**config.mk**
```make
export PLATFORM = sky130hd
export DESIGN_NAME = pwr_state_seq
export DESIGN_NICKNAME = d
export VERILOG_FILES = /design/src/rtl/pwr_seq_pkg.sv /design/src/rtl/sync_bank.sv /design/src/rtl/seq_fsm.sv /design/src/rtl/seq_out_decode.sv /design/src/rtl/pwr_state_seq.sv
export SDC_FILE = /design/constraint.sdc
export NUM_CORES = 1
export LEC_CHECK = 0
export BUFFER_PORTS_ARGS = -buffer_cell sky130_fd_sc_hd__buf_2
export CORE_UTILIZATION = 48
export CTS_CLUSTER_DIAMETER = 30
export CTS_CLUSTER_SIZE = 10
export DETAILED_ROUTE_END_ITERATION = 8
export GPL_TIMING_DRIVEN = 0
export PLACE_DENSITY = 0.81
export SLEW_MARGIN = 20
export SYNTH_ARGS = -nofsm -noshare
export SYNTH_HDL_FRONTEND = slang
export SYNTH_SLANG_ARGS = --single-unit
```
**constraint.sdc**
```tcl
create_clock -name clk -period 2.05 [get_ports clk]
set_clock_uncertainty 0.2 [all_clocks]
set_input_delay 0 -clock clk [delete_from_list [all_inputs] [get_ports clk]]
set_output_delay 0 -clock clk [all_outputs]
set_load 0.1 [all_outputs]
```
**src/rtl/pwr_seq_pkg.sv**
```systemverilog
// Package: shared encodings for the power-state sequencer.
// Assumes: a 2-bit mode code and 2-bit rail/gate output codes consumed by
// the analog drivers outside this block.
package pwr_seq_pkg;

    typedef enum logic [1:0] {
        MODE_S0 = 2'd0,
        MODE_S3 = 2'd1,
        MODE_S5 = 2'd2
    } pmode_t;

    typedef enum logic [2:0] {
        ST_WAIT_REF  = 3'd0,
        ST_AUX_MON   = 3'd1,
        ST_MAIN_MON  = 3'd2,
        ST_S0_RAMP   = 3'd3,
        ST_S0_RUN    = 3'd4,
        ST_S3_SLEEP  = 3'd5
    } seq_state_t;

    typedef enum logic [1:0] {
        RAIL_OFF  = 2'd0,
        RAIL_NORM = 2'd1,
        RAIL_STBY = 2'd2,
        RAIL_HIZ  = 2'd3
    } rail_mode_t;

    typedef enum logic [1:0] {
        GATE_LOW  = 2'd0,
        GATE_NORM = 2'd1,
        GATE_STBY = 2'd2
    } gate_mode_t;

    // Bit positions of the synchronized status bus.
    localparam int IDX_S3N   = 0;
    localparam int IDX_S5N   = 1;
    localparam int IDX_REF   = 2;
    localparam int IDX_AUX   = 3;
    localparam int IDX_MAIN  = 4;
    localparam int IDX_INREG = 5;
    localparam int IDX_SSD   = 6;
    localparam int NUM_STAT  = 7;

    typedef struct packed {
        pmode_t     mode;
        logic       aux_mon_en;
        logic       main_mon_en;
        logic       pri_ss_en;
        logic       term_en;
        logic       sec_en;
        rail_mode_t pri_rail;
        rail_mode_t term_rail;
        rail_mode_t sec_rail;
        gate_mode_t pri_gate;
        gate_mode_t sec_gate;
        logic       freq_dbl;
    } seq_out_t;

endpackage

```
**src/rtl/sync_bank.sv**
```systemverilog
// Module: sync_bank
// A bank of multi-flop synchronizers, one chain per input bit.
// Assumes: each bit is an independent level; there is no bus coherency
// between bits. The reset value is per bit, so active-low requests reset
// to their inactive level.
module sync_bank #(
    parameter int              WIDTH   = 7,
    parameter int              STAGES  = 2,
    parameter logic [WIDTH-1:0] RST_VAL = '0
) (
    input  logic             clk,
    input  logic             rst_n,
    input  logic [WIDTH-1:0] async_in,
    output logic [WIDTH-1:0] sync_out
);

    localparam int LAST = STAGES - 1;

    for (genvar b = 0; b < WIDTH; b++) begin : g_bit
        logic [STAGES-1:0] chain;

        // Shift each input bit through its flop chain.
        always_ff @(posedge clk) begin
            if (!rst_n) begin
                chain <= {STAGES{RST_VAL[b]}};
            end else begin
                chain <= {chain[STAGES-2:0], async_in[b]};
            end
        end

        assign sync_out[b] = chain[LAST];
    end

endmodule

```
**src/rtl/seq_fsm.sv**
```systemverilog
// Module: seq_fsm
// The state register and transition logic of the sequencer.
// Assumes: all inputs are already synchronized. Suspend request edges are
// taken against the previous synchronized sample.
module seq_fsm
    import pwr_seq_pkg::*;
(
    input  logic                clk,
    input  logic                rst_n,
    input  logic [NUM_STAT-1:0] stat,
    output seq_state_t          state
);

    seq_state_t next_state;
    logic       s3n_prev;
    logic       s3_fall;
    logic       s3_rise;
    logic       ref_ok;
    logic       aux_ok;
    logic       s5n;
    logic       s3n;

    assign s3n     = stat[IDX_S3N];
    assign s5n     = stat[IDX_S5N];
    assign ref_ok  = stat[IDX_REF];
    assign aux_ok  = stat[IDX_AUX];
    assign s3_fall = s3n_prev & ~s3n;
    assign s3_rise = ~s3n_prev & s3n;

    // Remember the last synchronized suspend request for edge detection.
    always_ff @(posedge clk) begin
        if (!rst_n) begin
            s3n_prev <= 1'b1;
        end else begin
            s3n_prev <= s3n;
        end
    end

    // Choose the next state; supply loss outranks shutdown, which outranks sleep.
    always_comb begin
        next_state = state;
        if (!ref_ok) begin
            next_state = ST_WAIT_REF;
        end else if (!aux_ok && state != ST_WAIT_REF && state != ST_AUX_MON) begin
            next_state = ST_WAIT_REF;
        end else begin
            unique case (state)
                ST_WAIT_REF: next_state = ST_AUX_MON;
                ST_AUX_MON:  if (aux_ok) next_state = ST_MAIN_MON;
                ST_MAIN_MON: begin
                    if (stat[IDX_MAIN] && s3n && s5n) next_state = ST_S0_RAMP;
                end
                ST_S0_RAMP: begin
                    if (!s5n)                             next_state = ST_MAIN_MON;
                    else if (s3_fall)                     next_state = ST_S3_SLEEP;
                    else if (stat[IDX_INREG] && stat[IDX_SSD]) next_state = ST_S0_RUN;
                end
                ST_S0_RUN: begin
                    if (!s5n)         next_state = ST_MAIN_MON;
                    else if (s3_fall) next_state = ST_S3_SLEEP;
                end
                ST_S3_SLEEP: begin
                    if (!s5n)         next_state = ST_MAIN_MON;
                    else if (s3_rise) next_state = ST_S0_RAMP;
                end
                default: next_state = ST_WAIT_REF;
            endcase
        end
    end

    // Hold the current sequencer state.
    always_ff @(posedge clk) begin
        if (!rst_n) begin
            state <= ST_WAIT_REF;
        end else begin
            state <= next_state;
        end
    end

endmodule

```
**src/rtl/seq_out_decode.sv**
```systemverilog
// Module: seq_out_decode
// Maps the sequencer state onto the mode code, the enables and the per-rail
// output codes.
// Assumes: the outputs are a pure function of the state and need no extra
// register stage.
module seq_out_decode
    import pwr_seq_pkg::*;
(
    input  seq_state_t state,
    output seq_out_t   outs
);

    // Decode one state into the full output set.
    always_comb begin
        outs = '{mode: MODE_S5, aux_mon_en: 1'b0, main_mon_en: 1'b0,
                 pri_ss_en: 1'b0, term_en: 1'b0, sec_en: 1'b0,
                 pri_rail: RAIL_OFF, term_rail: RAIL_HIZ, sec_rail: RAIL_OFF,
                 pri_gate: GATE_LOW, sec_gate: GATE_LOW, freq_dbl: 1'b0};
        unique case (state)
            ST_WAIT_REF: ;
            ST_AUX_MON: outs.aux_mon_en = 1'b1;
            ST_MAIN_MON: begin
                outs.aux_mon_en  = 1'b1;
                outs.main_mon_en = 1'b1;
            end
            ST_S0_RAMP: begin
                outs.mode        = MODE_S0;
                outs.aux_mon_en  = 1'b1;
                outs.main_mon_en = 1'b1;
                outs.pri_ss_en   = 1'b1;
                outs.pri_rail    = RAIL_NORM;
                outs.pri_gate    = GATE_NORM;
            end
            ST_S0_RUN: begin
                outs.mode        = MODE_S0;
                outs.aux_mon_en  = 1'b1;
                outs.main_mon_en = 1'b1;
                outs.pri_ss_en   = 1'b1;
                outs.term_en     = 1'b1;
                outs.sec_en      = 1'b1;
                outs.pri_rail    = RAIL_NORM;
                outs.term_rail   = RAIL_NORM;
                outs.sec_rail    = RAIL_NORM;
                outs.pri_gate    = GATE_NORM;
                outs.sec_gate    = GATE_NORM;
            end
            ST_S3_SLEEP: begin
                outs.mode        = MODE_S3;
                outs.aux_mon_en  = 1'b1;
                outs.main_mon_en = 1'b1;
                outs.pri_rail    = RAIL_STBY;
                outs.pri_gate    = GATE_STBY;
                outs.freq_dbl    = 1'b1;
            end
            default: ;
        endcase
    end

endmodule

```
**src/rtl/pwr_state_seq.sv**
```systemverilog
// Module: pwr_state_seq (top)
// The power-state sequencing controller. It synchronizes the asynchronous
// requests and status flags, runs the staged power-up chain and the sleep
// transitions, and drives the mode, enables and rail output codes.
// Assumes: all status inputs are levels from analog monitors that are
// stable for at least a few clocks.
module pwr_state_seq
    import pwr_seq_pkg::*;
#(
    parameter int SYNC_STAGES = 2
) (
    input  logic       clk,
    input  logic       rst_n,
    input  logic       slp3_req_n,
    input  logic       slp5_req_n,
    input  logic       ref_good,
    input  logic       aux_good,
    input  logic       main_good,
    input  logic       pri_inreg,
    input  logic       ss_done,
    output logic [1:0] mode,
    output logic       aux_mon_en,
    output logic       main_mon_en,
    output logic       pri_ss_en,
    output logic       term_en,
    output logic       sec_en,
    output logic [1:0] pri_rail_mode,
    output logic [1:0] term_rail_mode,
    output logic [1:0] sec_rail_mode,
    output logic [1:0] pri_gate_mode,
    output logic [1:0] sec_gate_mode,
    output logic       freq_dbl
);

    localparam logic [NUM_STAT-1:0] STAT_RST =
        NUM_STAT'((1 << IDX_S3N) | (1 << IDX_S5N));

    logic [NUM_STAT-1:0] stat_raw;
    logic [NUM_STAT-1:0] stat_sync;
    seq_state_t          state;
    seq_out_t            outs;

    // Gather the raw asynchronous inputs into one bus.
    always_comb begin
        stat_raw             = '0;
        stat_raw[IDX_S3N]    = slp3_req_n;
        stat_raw[IDX_S5N]    = slp5_req_n;
        stat_raw[IDX_REF]    = ref_good;
        stat_raw[IDX_AUX]    = aux_good;
        stat_raw[IDX_MAIN]   = main_good;
        stat_raw[IDX_INREG]  = pri_inreg;
        stat_raw[IDX_SSD]    = ss_done;
    end

    sync_bank #(
        .WIDTH   (NUM_STAT),
        .STAGES  (SYNC_STAGES),
        .RST_VAL (STAT_RST)
    ) u_sync (
        .clk      (clk),
        .rst_n    (rst_n),
        .async_in (stat_raw),
        .sync_out (stat_sync)
    );

    seq_fsm u_fsm (
        .clk   (clk),
        .rst_n (rst_n),
        .stat  (stat_sync),
        .state (state)
    );

    seq_out_decode u_dec (
        .state (state),
        .outs  (outs)
    );

    assign mode           = outs.mode;
    assign aux_mon_en     = outs.aux_mon_en;
    assign main_mon_en    = outs.main_mon_en;
    assign pri_ss_en      = outs.pri_ss_en;
    assign term_en        = outs.term_en;
    assign sec_en         = outs.sec_en;
    assign pri_rail_mode  = outs.pri_rail;
    assign term_rail_mode = outs.term_rail;
    assign sec_rail_mode  = outs.sec_rail;
    assign pri_gate_mode  = outs.pri_gate;
    assign sec_gate_mode  = outs.sec_gate;
    assign freq_dbl       = outs.freq_dbl;

endmodule

```
* After elaboration in Yosys (flattened, before gate mapping) *
Cells that the tools add are included.

storage, ports and cells
  bits in registers = 18
  input bits = 9
  output and inout bits = 18
  logic and storage cells = 58

cells by class
  equal/unequal tests = 11
  multiplexer cells = 19
  bitwise logic cells = 6
  reduce and logical (&&, ||, !) cells = 13

operators by type and width
  operator                                                                count
  3-bit two-way mux                                                       9
  3-bit case mux with 6 select lines                                      1
  2-bit case mux with 2 select lines                                      2
  3-bit by 2-bit equality test with 1-bit output (second input constant)  2
  3-bit equality test (second input constant)                             2
  3-bit != test (second input constant)                                   2
  1-bit logical AND                                                       5
  1-bit two-way mux                                                       5
  5-bit AND reduction                                                     1
  5-bit OR reduction                                                      1
  4-bit two-way mux                                                       1
  2-bit != test (second input constant)                                   2
  4-bit != test (second input constant)                                   1
  1-bit NOT                                                               4
  4-bit OR reduction                                                      1
  3-bit by 1-bit equality test with 1-bit output (second input constant)  1
  3-bit logical NOT                                                       1
  3-bit by 1-bit != test with 1-bit output (second input constant)        1
  3-bit nonzero test                                                      1
  3-bit OR reduction                                                      1
  1-bit bitwise AND                                                       2
  2-bit two-way mux                                                       1
  2-bit OR reduction                                                      1
  1-bit logical NOT                                                       1

* Logic depth before layout (Yosys ltp) *
  depth after elaboration = 5
  mapped depth = 5
  depth with buffers taken out = 4

* Modules after synthesis *
From an unflattened synthesis, not the netlist that was laid out.

unflattened totals
  cells, all modules = 101
  area, all modules = 915.9 sq um

by module, submodules not included
  module          instances  cells each  area an instance (sq um)
  sync_bank       1          36          440.4
  seq_fsm         1          40          319.1
  seq_out_decode  1          25          156.4

* Worst setup path before layout *
No wires, ideal clock.

  path kind = register to output
  from = register u_fsm.state[2]
  to = output port mode[1]
  data arrival time = 4.442 ns
  path slack = -2.592 ns
  stages on the path, launching flop included = 5
  cells stage by stage = dfxtp_1 > buf_2 > nor3b_1 > a21o_1 > nor2_1

between the ends
  word-level cells in the longest chain between the ends = 3
  elaborated cells between the ends (all ways) = 5

ends and longest elaborated chain
  what                                                                                   RTL line              RTL
  start: declaration                                                                     seq_fsm.sv:11         output seq_state_t state
  start signal: assignment                                                               seq_fsm.sv:76         state <= next_state;
  3-bit by 2-bit equality test with 1-bit output or 3-bit equality test (tied branches)  seq_out_decode.sv:19  unique case (state)
  2-bit OR reduction (no line)                                                           --
  2-bit case mux with 2 select lines *                                                   seq_out_decode.sv:19
  end: declaration                                                                       pwr_state_seq.sv:21   output logic [1:0] mode,

Every way passes the cells marked *; elsewhere a longest branch is shown, timed or not.

* Worst setup path after layout *
  from = register u_fsm.state[0]
  to = output port pri_rail_mode[0]

between the ends
  word-level cells in the longest chain between the ends = 3
  elaborated cells between the ends (all ways) = 5

ends and longest elaborated chain
  what                                                                                   RTL line              RTL
  3-bit by 2-bit equality test with 1-bit output or 3-bit equality test (tied branches)  seq_out_decode.sv:19
  2-bit OR reduction (no line)                                                           --
  2-bit case mux with 2 select lines *                                                   seq_out_decode.sv:19
  end: declaration                                                                       pwr_state_seq.sv:27   output logic [1:0] pri_rail_mode,

Marked as above.

==> qor.yml <==
status: "complete, but fails checks"
violations: "DRC"
post-place-cells: 129
final.setup.tns_ps: 0
cts_num_sinks: 18
ys_seq_area_frac: 0.437
clock_tree.htree_level_count: 1
max_cap_viol_count: 0
post_route_cells_drive_above_1_share: 0.373
overflow: 0
final-hold-violation-count: 0
worst-path-max-fanout: 10
boundaryPins: 27
filler_cell_count: 128
multiInputGateArea_sq_um: 385
worstSetupEndpointType: "output pin"
numCtsBuffers: 3
syn2layout_area_growth_pct: 38.7
ir_worst_vdd_uv: 504
critPathKind: "reg -> out"
drtIter0Drc: 9
grt_first_pass_wirelength_mm: 2.55
insertedDiodeCount: 0
numPortBuffers: 23
pin_count_of_the_biggest_net_entering_global_routing: 11
tritoncts: "built"
max-clock-path-buffers: 2
wl_per_cell_microns: 10.9
netlist_instances: 89
chipHeight_microns: 43.4
yosys_warnings: 0
route.final.wire_length_mm: 1.54
cp.arrival_ps: 1730
clock_insertion_delay_worst_skew_ps: 270
period_minus_slack_ps: 1930
fmax_ghz: 0.518
vias_per_cell: 4.82
regArea_sq_um: 363
area_enclosed_by_the_die_boundary_sq_um: 1890
yosys_register_bits: 18
maxSlewViolCount: 0
via_count_of_the_first_global_routing_pass: 601
synth.avg_cell_area_sq_um: 9.26
leakagePower_nw: 0.564
hold_path_class: "reg -> reg"
die_width_microns: 43.4
fin_util: 0.734
final.period_utilization: 0.943
floorplan.initialDensity: 0.529
clockRootBuffer: "clkbuf_4"
clkTransAtPathRegs_ps: 90
post-dp-hpwl_microns: 969
design.final.nets: 138
groute.usage.overall: 0.184
placement_rows: 14
powerDensity_nw_per_um2: 533
synth.distinct_cells: 28
timing.reg2reg.setup_slack_ps: 280
drcViolationCount: 6
post_layout_nonfiller_instances: 142
setup-violations-final: 0
place_congestion: 0.795
detailedPlace.worstSlack_ps: 287
drt-pass1-iter-count: 5
worstPathRequired_ps: 1850
post_route_ant_nets: 0
mappedNetlistArea_sq_um: 825
coreArea_sq_um: 1560
num_vias: 684
rsz_0062_raised_after_global_routing: "no"
grt_antenna_before_repair: 0
startpoint_type: "register"
post-route-worst-setup-slack_ps: 118
==> worst max-delay path, stage by stage (launching register included) <==
cell	delay [ps]
dfxtp_1	330
buf_2	210
nor2b_1	310
a21o_4	220
buf_4	110
buf_4	270
==> final timing paths <==
| kind | end | start | cells past startpoint |
|---|---|---|---|
| worst min register to register | u_sync.g_bit[1].chain[1] | u_sync.g_bit[1].chain[0] | 1 |
| worst max-delay path | pri_rail_mode[0] | u_fsm.state[0] | 5 |
| worst max register to register | u_fsm.state[2] | u_fsm.state[1] | 5 |
| worst min-delay path | u_sync.g_bit[1].chain[1] | u_sync.g_bit[1].chain[0] | 1 |
==> layout by cell type, fill, tap and decap left out, drive strengths merged, types with 3 or more instances in the layout <==
master | netlist | routed
dfxtp | 18 | 18
nand2b | 7 | 7
dlygate4sd3 | 0 | 10
clkbuf | 1 | 5
and2 | 10 | 10
nor2 | 4 | 4
nand2 | 5 | 5
conb | 2 | 3
a21o | 3 | 3
buf | 13 | 35
inv | 3 | 3
==> cells by family (layout without fill, tap and decap cells) <==
| family | count (synthesis) | count (layout) | share of synthesized area |
|---|---|---|---|
| AO/OA/AOI/OAI | 12 | 12 | 0.124 |
| adder cells (fa/ha/maj) | 1 | 1 | 0.0152 |
| buffers and inverters | 17 | 53 | 0.130 |
| flip-flops | 18 | 18 | 0.437 |
| multiplexers | 2 | 2 | 0.0243 |
| other | 2 | 3 | 0.00911 |
| AND/OR/NAND/NOR | 37 | 37 | 0.259 |
==> sequential cells by signal (all words and copies together), names as in the netlist <==
register	count
u_fsm.s3n_prev	1
u_fsm.state	3
u_sync.g_bit.chain	14
==> Yosys cell counts <==
cell type / n / area, sq um
a221o_1: 1 / 10.0
and3_1: 2 / 12.5
a41o_1: 1 / 10.0
nor2b_1: 1 / 6.26
a21o_1: 3 / 22.5
nand2b_1: 7 / 43.8
conb_1: 2 / 7.51
ha_1: 1 / 12.5
o41ai_2: 1 / 16.3
buf_2: 2 / 10.0
o211ai_1: 2 / 15.0
nand3_1: 1 / 5.00
inv_1: 3 / 11.3
dfxtp_1: 18 / 360
nand4b_1: 1 / 8.76
and3b_1: 1 / 8.76
clkbuf_1: 1 / 3.75
and2_1: 10 / 62.6
nand3b_1: 1 / 7.51
nor3_1: 2 / 10.0
nand2_1: 5 / 18.8
buf_4: 11 / 82.6
nor2_1: 4 / 15.0
mux2i_1: 2 / 20.0
a21oi_1: 2 / 10.0
o211a_1: 1 / 10.0
nor3b_1: 2 / 15.0
a211o_1: 1 / 8.76
==> through the flow <==
| step | hold WS (ps) | cell area (sq um) | total power, W |
|---|---|---|---|
| CTS | 220 | 1140 | 0.000615 |
| detailed placement | -16.5 | 1010 | 0.000444 |
| finish | 213 | 1140 | 0.000609 |
| global placement | -21.2 | 1010 | 0.000442 |
| global route | 238 | 1140 | 0.000641 |
| floorplan | -127 | 878 | 0.000430 |
==> where the power goes <==
part	internal (W)	total, W	switching (W)
logic	0.0000354	0.0000828	0.0000474
registers	0.000363	0.000369	0.00000594
clock network	0.0000679	0.000157	0.0000891
total	0.000467	0.000609	0.000143
==> timing repair <==
item / in CTS / in global routing
endpoints found under the setup margin: 2 / 1
cloned: 0 / 0
hold buffers: 10 / 0
buffers inserted: 0 / 0
hold endpoints to repair: 11 / 0
gates resized for setup: 2 / 1
==> area by class of cell <==
cell class              instances  share of cell area
plain buffers                  14               0.104
clock buffers                   3              0.0197
inverters                       3             0.00985
multi-input cells              55               0.337
flip-flops and latches         18               0.317
well taps                      16              0.0175
repair buffers                 33               0.195
==> routing by layer <==
layer,GRT usage,part of all wire,up-vias
met2,0.336,0.53,19
met5,0,0,-
met3,0.0292,0.039,2
met4,0.0750,0.0071,0
met1,0.211,0.42,302
li1,-,-,361
No activity file was read; power rests on OpenSTA's default activity.
